<file path="config.mk">
export PLATFORM = sky130hd
export DESIGN_NAME = ssi_burst_bridge
export DESIGN_NICKNAME = d
export VERILOG_FILES = /design/src/rtl/ssi_bb_pkg.sv /design/src/rtl/ssi_bb_frame_ctl.sv /design/src/rtl/ssi_bb_clk_gate.sv /design/src/rtl/ssi_bb_rx_capture.sv /design/src/rtl/ssi_bb_slot_mux.sv /design/src/rtl/ssi_burst_bridge.sv
export SDC_FILE = /design/constraint.sdc
export NUM_CORES = 1
export LEC_CHECK = 0
export BUFFER_PORTS_ARGS = -buffer_cell sky130_fd_sc_hd__buf_4
export CORE_ASPECT_RATIO = 2
export CORE_MARGIN = 10
export CORE_UTILIZATION = 40
export DETAILED_ROUTE_END_ITERATION = 8
export HOLD_SLACK_MARGIN = 0.15
export PLACE_DENSITY_LB_ADDON = 0.15
export SYNTH_ARGS = -nofsm -noshare
export SYNTH_HDL_FRONTEND = slang
export SYNTH_SLANG_ARGS = --single-unit
</file>
<file path="constraint.sdc">
create_clock -name clk_i -period 1.9 [get_ports clk_i]
set_input_delay 0.475 -clock clk_i [delete_from_list [all_inputs] [get_ports clk_i]]
set_output_delay 0.475 -clock clk_i [all_outputs]
set_load 0.1 [all_outputs]
</file>
<file path="src/rtl/ssi_bb_pkg.sv">
`timescale 1ns/1ps
package ssi_bb_pkg;

  // Kind of frame-sync event seen at a clock edge
  typedef enum logic [2:0] {
    SY_NONE,
    SY_FIRST,
    SY_GOOD,
    SY_EARLY,
    SY_LATE
  } sync_ev_e;

  // Next value of the frame-error level for a given event
  function automatic logic err_next(sync_ev_e ev, logic cur);
    logic nxt;
    unique case (ev)
      SY_GOOD:           nxt = 1'b0;
      SY_EARLY, SY_LATE: nxt = 1'b1;
      default:           nxt = cur;
    endcase
    return nxt;
  endfunction

endpackage

</file>
<file path="src/rtl/ssi_bb_frame_ctl.sv">
`timescale 1ns/1ps
module ssi_bb_frame_ctl
  import ssi_bb_pkg::*;
#(
  parameter int BURST_LEN = 32,
  parameter int FRAME_LEN = 64,
  localparam int CNT_W = $clog2(FRAME_LEN)
) (
  input  logic             clk_i,
  input  logic             rst_ni,
  input  logic             fsync_i,
  output logic [CNT_W-1:0] cnt_o,
  output logic             run_o,
  output logic             burst_o,
  output logic             done_o,
  output logic             err_o
);

  localparam logic [CNT_W-1:0] LAST_SLOT = CNT_W'(FRAME_LEN - 1);
  localparam logic [CNT_W-1:0] LAST_BIT  = CNT_W'(BURST_LEN - 1);
  localparam logic [CNT_W:0]   BURST_W   = (CNT_W + 1)'(BURST_LEN);

  logic [CNT_W-1:0] cnt_q, cnt_d;
  logic             run_q, run_d;
  logic             burst_q, burst_d;
  logic             err_q, err_d;
  sync_ev_e         ev;

  always_comb begin
    ev    = SY_NONE;
    cnt_d = cnt_q;
    run_d = run_q;
    if (fsync_i) begin
      cnt_d = '0;
      run_d = 1'b1;
      if (!run_q)                 ev = SY_FIRST;
      else if (cnt_q == LAST_SLOT) ev = SY_GOOD;
      else                        ev = SY_EARLY;
    end else if (run_q) begin
      if (cnt_q == LAST_SLOT) begin
        run_d = 1'b0;
        ev    = SY_LATE;
      end else begin
        cnt_d = cnt_q + 1'b1;
      end
    end
    // Enable is a flop updated on the rising edge, i.e. while clk is high
    burst_d = run_d && ({1'b0, cnt_d} < BURST_W);
    err_d   = err_next(ev, err_q);
  end

  always_ff @(posedge clk_i or negedge rst_ni) begin
    if (!rst_ni) begin
      cnt_q   <= '0;
      run_q   <= 1'b0;
      burst_q <= 1'b0;
      err_q   <= 1'b0;
    end else begin
      cnt_q   <= cnt_d;
      run_q   <= run_d;
      burst_q <= burst_d;
      err_q   <= err_d;
    end
  end

  assign cnt_o   = cnt_q;
  assign run_o   = run_q;
  assign burst_o = burst_q;
  assign done_o  = burst_q && (cnt_q == LAST_BIT);
  assign err_o   = err_q;

endmodule

</file>
<file path="src/rtl/ssi_bb_clk_gate.sv">
`timescale 1ns/1ps
module ssi_bb_clk_gate (
  input  logic clk_i,
  input  logic en_i,
  output logic gclk_o
);

  // en_i only moves while clk_i is high, so forcing high is safe
  assign gclk_o = clk_i | ~en_i;

endmodule

</file>
<file path="src/rtl/ssi_bb_rx_capture.sv">
`timescale 1ns/1ps
module ssi_bb_rx_capture #(
  parameter int WORD_W = 32
) (
  input  logic              clk_i,
  input  logic              rst_ni,
  input  logic              sample_i,
  input  logic              done_i,
  input  logic              sdat_i,
  output logic [WORD_W-1:0] word_o
);

  logic [WORD_W-2:0] sr_q;
  logic [WORD_W-1:0] word_q;

  always_ff @(posedge clk_i or negedge rst_ni) begin
    if (!rst_ni) begin
      sr_q   <= '0;
      word_q <= '0;
    end else begin
      if (sample_i) sr_q <= {sr_q[WORD_W-3:0], sdat_i};
      if (done_i)   word_q <= {sr_q, sdat_i};
    end
  end

  assign word_o = word_q;

endmodule

</file>
<file path="src/rtl/ssi_bb_slot_mux.sv">
`timescale 1ns/1ps
module ssi_bb_slot_mux #(
  parameter int WORD_W = 32,
  parameter int CNT_W  = 6
) (
  input  logic              burst_i,
  input  logic [CNT_W-1:0]  cnt_i,
  input  logic [WORD_W-1:0] word_i,
  output logic              hdat_o
);

  localparam logic [CNT_W-1:0] TOP_IDX = CNT_W'(WORD_W - 1);

  logic [CNT_W-1:0] idx;

  always_comb begin
    idx    = TOP_IDX - cnt_i;
    hdat_o = 1'b0;
    if (burst_i) hdat_o = word_i[idx];
  end

endmodule

</file>
<file path="src/rtl/ssi_burst_bridge.sv">
`timescale 1ns/1ps
module ssi_burst_bridge #(
  parameter int BURST_LEN = 32,
  parameter int FRAME_LEN = 64
) (
  input  logic clk_i,
  input  logic rst_ni,
  input  logic fsync_i,
  input  logic sdat_i,
  output logic sck_o,
  output logic hdat_o,
  output logic frame_err_o
);

  localparam int CNT_W = $clog2(FRAME_LEN);

  logic [CNT_W-1:0]     cnt_q;
  logic                 run_q;
  logic                 burst_q;
  logic                 done;
  logic [BURST_LEN-1:0] word_q;

  ssi_bb_frame_ctl #(
    .BURST_LEN(BURST_LEN),
    .FRAME_LEN(FRAME_LEN)
  ) u_ctl (
    .clk_i   (clk_i),
    .rst_ni  (rst_ni),
    .fsync_i (fsync_i),
    .cnt_o   (cnt_q),
    .run_o   (run_q),
    .burst_o (burst_q),
    .done_o  (done),
    .err_o   (frame_err_o)
  );

  ssi_bb_clk_gate u_gate (
    .clk_i  (clk_i),
    .en_i   (burst_q),
    .gclk_o (sck_o)
  );

  ssi_bb_rx_capture #(
    .WORD_W(BURST_LEN)
  ) u_rx (
    .clk_i    (clk_i),
    .rst_ni   (rst_ni),
    .sample_i (burst_q),
    .done_i   (done),
    .sdat_i   (sdat_i),
    .word_o   (word_q)
  );

  ssi_bb_slot_mux #(
    .WORD_W(BURST_LEN),
    .CNT_W (CNT_W)
  ) u_mux (
    .burst_i (burst_q),
    .cnt_i   (cnt_q),
    .word_i  (word_q),
    .hdat_o  (hdat_o)
  );

endmodule

</file>
==> summary.txt <==
Placed design
  • GPL Wtd Cong: ~0.84
  • Hpwl dp: 4092 microns
  • Pre-CTS WS: -51.72 ps
  • Dpl cell area: about 3400 sq um
  • IO buf count: 6

Logic synthesis
  • Main flop type after synthesis: dfrtp_1
  • Library cells used by synthesis: 33
  • Synth warn: 0
  • Top-count cell post-synth: dfrtp_1
  • Mapped cell area: about 3100 sq um
  • Synth top area share: 0.5774
  • Post-synthesis async set-or-reset flop share: 1.000
  • Synth Net Count: about 230
  • Yosys top cell by area: dfrtp_1
  • Synthesized instance count: roughly 220
  • Largest cells by area after synthesis: dfrtp_1, mux2_2, mux2i_1
  • EDFF count, synth: 0
  • Synth top cells by count: dfrtp_1, mux2_2, mux2i_1
  • Yosys reg bits: 72
  • Avg Cell Area, Syn: between 10 and 15 sq um
  • Post-synthesis sequential area ratio: 0.5774

Floorplanning
  • Initial Utilization: 0.4105
  • Io pins: 7
  • Full die area: ~12000 sq um
  • Cell Rows: 45
  • Die width: about 82 microns
  • Chip height: 144.9 microns
  • Core Box Area: around 7600 sq um

Drt
  • DR DRC count: 0
  • Drt wl/cell: ~17 microns
  • 1st-pass router iterations: 2
  • Iter 0 DRT Violations: between 60 and 70
  • Post-DR vias/cell: between 5 and 6
  • Antenna Nets Post-Route: 0
  • DR vias: 1812
  • WL final: 5821 microns

Setup path
  • WP buf/inv: 3
  • CP Cell Sequence: buf_4 -> nor2b_4 -> buf_4 -> a22oi_1 -> nand3_1 -> nand4_1 -> buf_12
  • Required @ worst endpoint: about 1400 ps
  • CP arrival: between 1500 and 2000 ps
  • Startpoint types: flip-flop
  • Slowest CP cell: dfrtp_2
  • Worst Path Max Fanout: 5
  • Setup Crit Path Kind: flip-flop to output port
  • Critical path's top delay family: buffers and inverters
  • Delay of the slowest critical-path stage: roughly 430 ps
  • Most frequent CP cell: buf_4
  • Critical Path End Type: output port

STA
  • Hold Fails Final Rpt: 0
  • Final Max Tran Viols: 0
  • Final min period: roughly 2300 ps
  • Slew of the pin with the lowest slew margin: around 360 ps
  • Slew headroom: 0.7588
  • Skew final: about 6.2 ps
  • RSZ-0062 raised after global routing: true
  • Final critical-path setup slack: -420.5 ps
  • Highest clock rate: between 0.4 and 0.5 GHz
  • Fin crit share: 1.221
  • Final setup violation count: 1

Global route
  • Vias in the first global route: approximately 1900
  • Total GRT Usage: 0.1091
  • Initial antenna violation count: 0
  • Remaining Overflow, GRT: 0
  • First-pass GRT wire length: 9618 microns
  • Largest net degree at the start of global routing: 34

CTS
  • Clock transition at path regs: 60 ps
  • CTS tree: built
  • Clk_lat worst skew: 450 ps

Power and ir drop
  • Worst vdd ir: between 0.0005 and 0.0006 V
  • Cell leakage power: ~0.0017 uW
  • Power Dens Cells: slightly above 1000 nW/um^2

Finish
  • Final Net Count: 257
  • Layout area overhead: 24.38%
  • Design Area, Final: between 3000 and 4000 sq um
  • Layout cells sized above 1: 0.4591
  • Ant diodes: 0

Status
  • Failing checks: setup timing
  • Status: complete, but fails checks

Min path
  • Hold crit path type: input port to flip-flop

Flow run
  • MaxCap Viol Count: 0
-- flip-flops by register name, summed over array words and instances, names as in the netlist --
register	flops
u_rx.word_o	32
u_rx.sr_q	31
u_ctl.cnt_o	6
u_ctl.burst_o	1
u_ctl.err_o	1
u_ctl.run_o	1
-- layout by cell type (no fill, tap or decap), drive strengths merged --
cell | netlist | final
nor4b | 1 | 1
a21oi | 6 | 6
xor2 | 2 | 2
a31oi | 1 | 1
inv | 3 | 3
nor3 | 1 | 1
nand2b | 1 | 1
nand2 | 5 | 5
o21ai | 4 | 4
ha | 1 | 1
bufinv | 0 | 1
nand4 | 2 | 2
buf | 12 | 29
nand3b | 1 | 1
clkbuf | 1 | 15
clkinv | 0 | 2
mux2 | 63 | 63
dfrtp | 72 | 72
dlygate4sd3 | 0 | 1
o21bai | 1 | 1
and2 | 1 | 1
mux2i | 17 | 17
a2111oi | 1 | 1
a211oi | 1 | 1
a22oi | 3 | 3
o2111ai | 1 | 1
or3 | 2 | 2
nor2b | 2 | 2
nor3b | 1 | 1
nor2 | 5 | 5
nand3 | 11 | 11
-- report_power, final --
group          leakage, uW  switching, uW  internal, uW  total, uW
logic             0.000641            118           106        224
clock network     0.000194            813          1380       2190
registers         0.000913           34.7          1580       1610
total              0.00175            966          3060       4030
-- layout make-up --
| cell class | instances | area (sq um) |
|---|---|---|
| inverters | 3 | 11.26 |
| clock buffers | 16 | 330.3 |
| clock inverters | 3 | 40.04 |
| fillers | 689 | 3720 |
| flip-flops and latches | 72 | 1805 |
| multi-input cells | 134 | 1295 |
| well taps | 94 | 117.6 |
| repair buffers | 29 | 281.5 |
-- routing by layer --
metal / wire length, microns / part of all wire / vias to the layer above / global-route usage
met5: 0 / 0 / - / 0
met4: 182 / 0.031 / 0 / 0.08390
met3: 198 / 0.034 / 14 / 0.03646
met2: 3139 / 0.54 / 25 / 0.1689
met1: 2299 / 0.39 / 914 / 0.1155
li1: - / - / 859 / -
-- path summary, 6_finish.rpt --
path                                       from               to  slack (ps)  cells after the start
worst max-delay path             u_ctl.cnt_o[1]           hdat_o        -420                      7
worst min-delay path                    fsync_i   u_ctl.cnt_o[4]         260                      2
worst max register to register   u_ctl.cnt_o[3]  u_rx.word_o[20]         110                      5
worst min register to register  u_rx.word_o[12]  u_rx.word_o[12]         490                      1
max in group asynchronous                rst_ni  u_rx.word_o[20]         890                      3
min in group asynchronous                rst_ni      u_ctl.err_o         480                      2
-- timing repair --
action,4_1_cts,5_1_grt
endpoints found under the hold margin,25,0
buffers inserted,0,1
setup endpoints to repair,28,36
hold buffers,1,0
pin swaps,1,4
resized for setup,9,14
-- stage by stage --
| stage | total power, uW | utilization | hold WS [ps] | instances | TNS, ps |
|---|---|---|---|---|---|
| 5_1_grt | 4174 | 0.5106 | 263.3 | 351 | -503.9 |
| 2_1_floorplan | 1937 | - | 179.4 | 222 | -476.2 |
| 4_1_cts | 4077 | 0.5007 | 242.2 | 350 | -445.6 |
| 3_5_place_dp | 2059 | 0.4492 | 416.6 | 331 | -51.72 |
| 6_report | 4026 | 0.5106 | 256.2 | 351 | -420.5 |
| 3_3_place_gp | 2055 | 0.4492 | 414.8 | 331 | -33.30 |
-- kinds of logic after synthesis --
group,Yosys count,share of synthesized area
xor gates and xnor gates,2,0.005614
buffers and inverters,16,0.03167
and+or+nand+nor,33,0.06256
DFF,72,0.5774
AOI/OAI and AO/OA,18,0.03689
muxes,80,0.2819
adders and majority gates,1,0.004009
No activity file was read; power rests on OpenSTA's default activity.
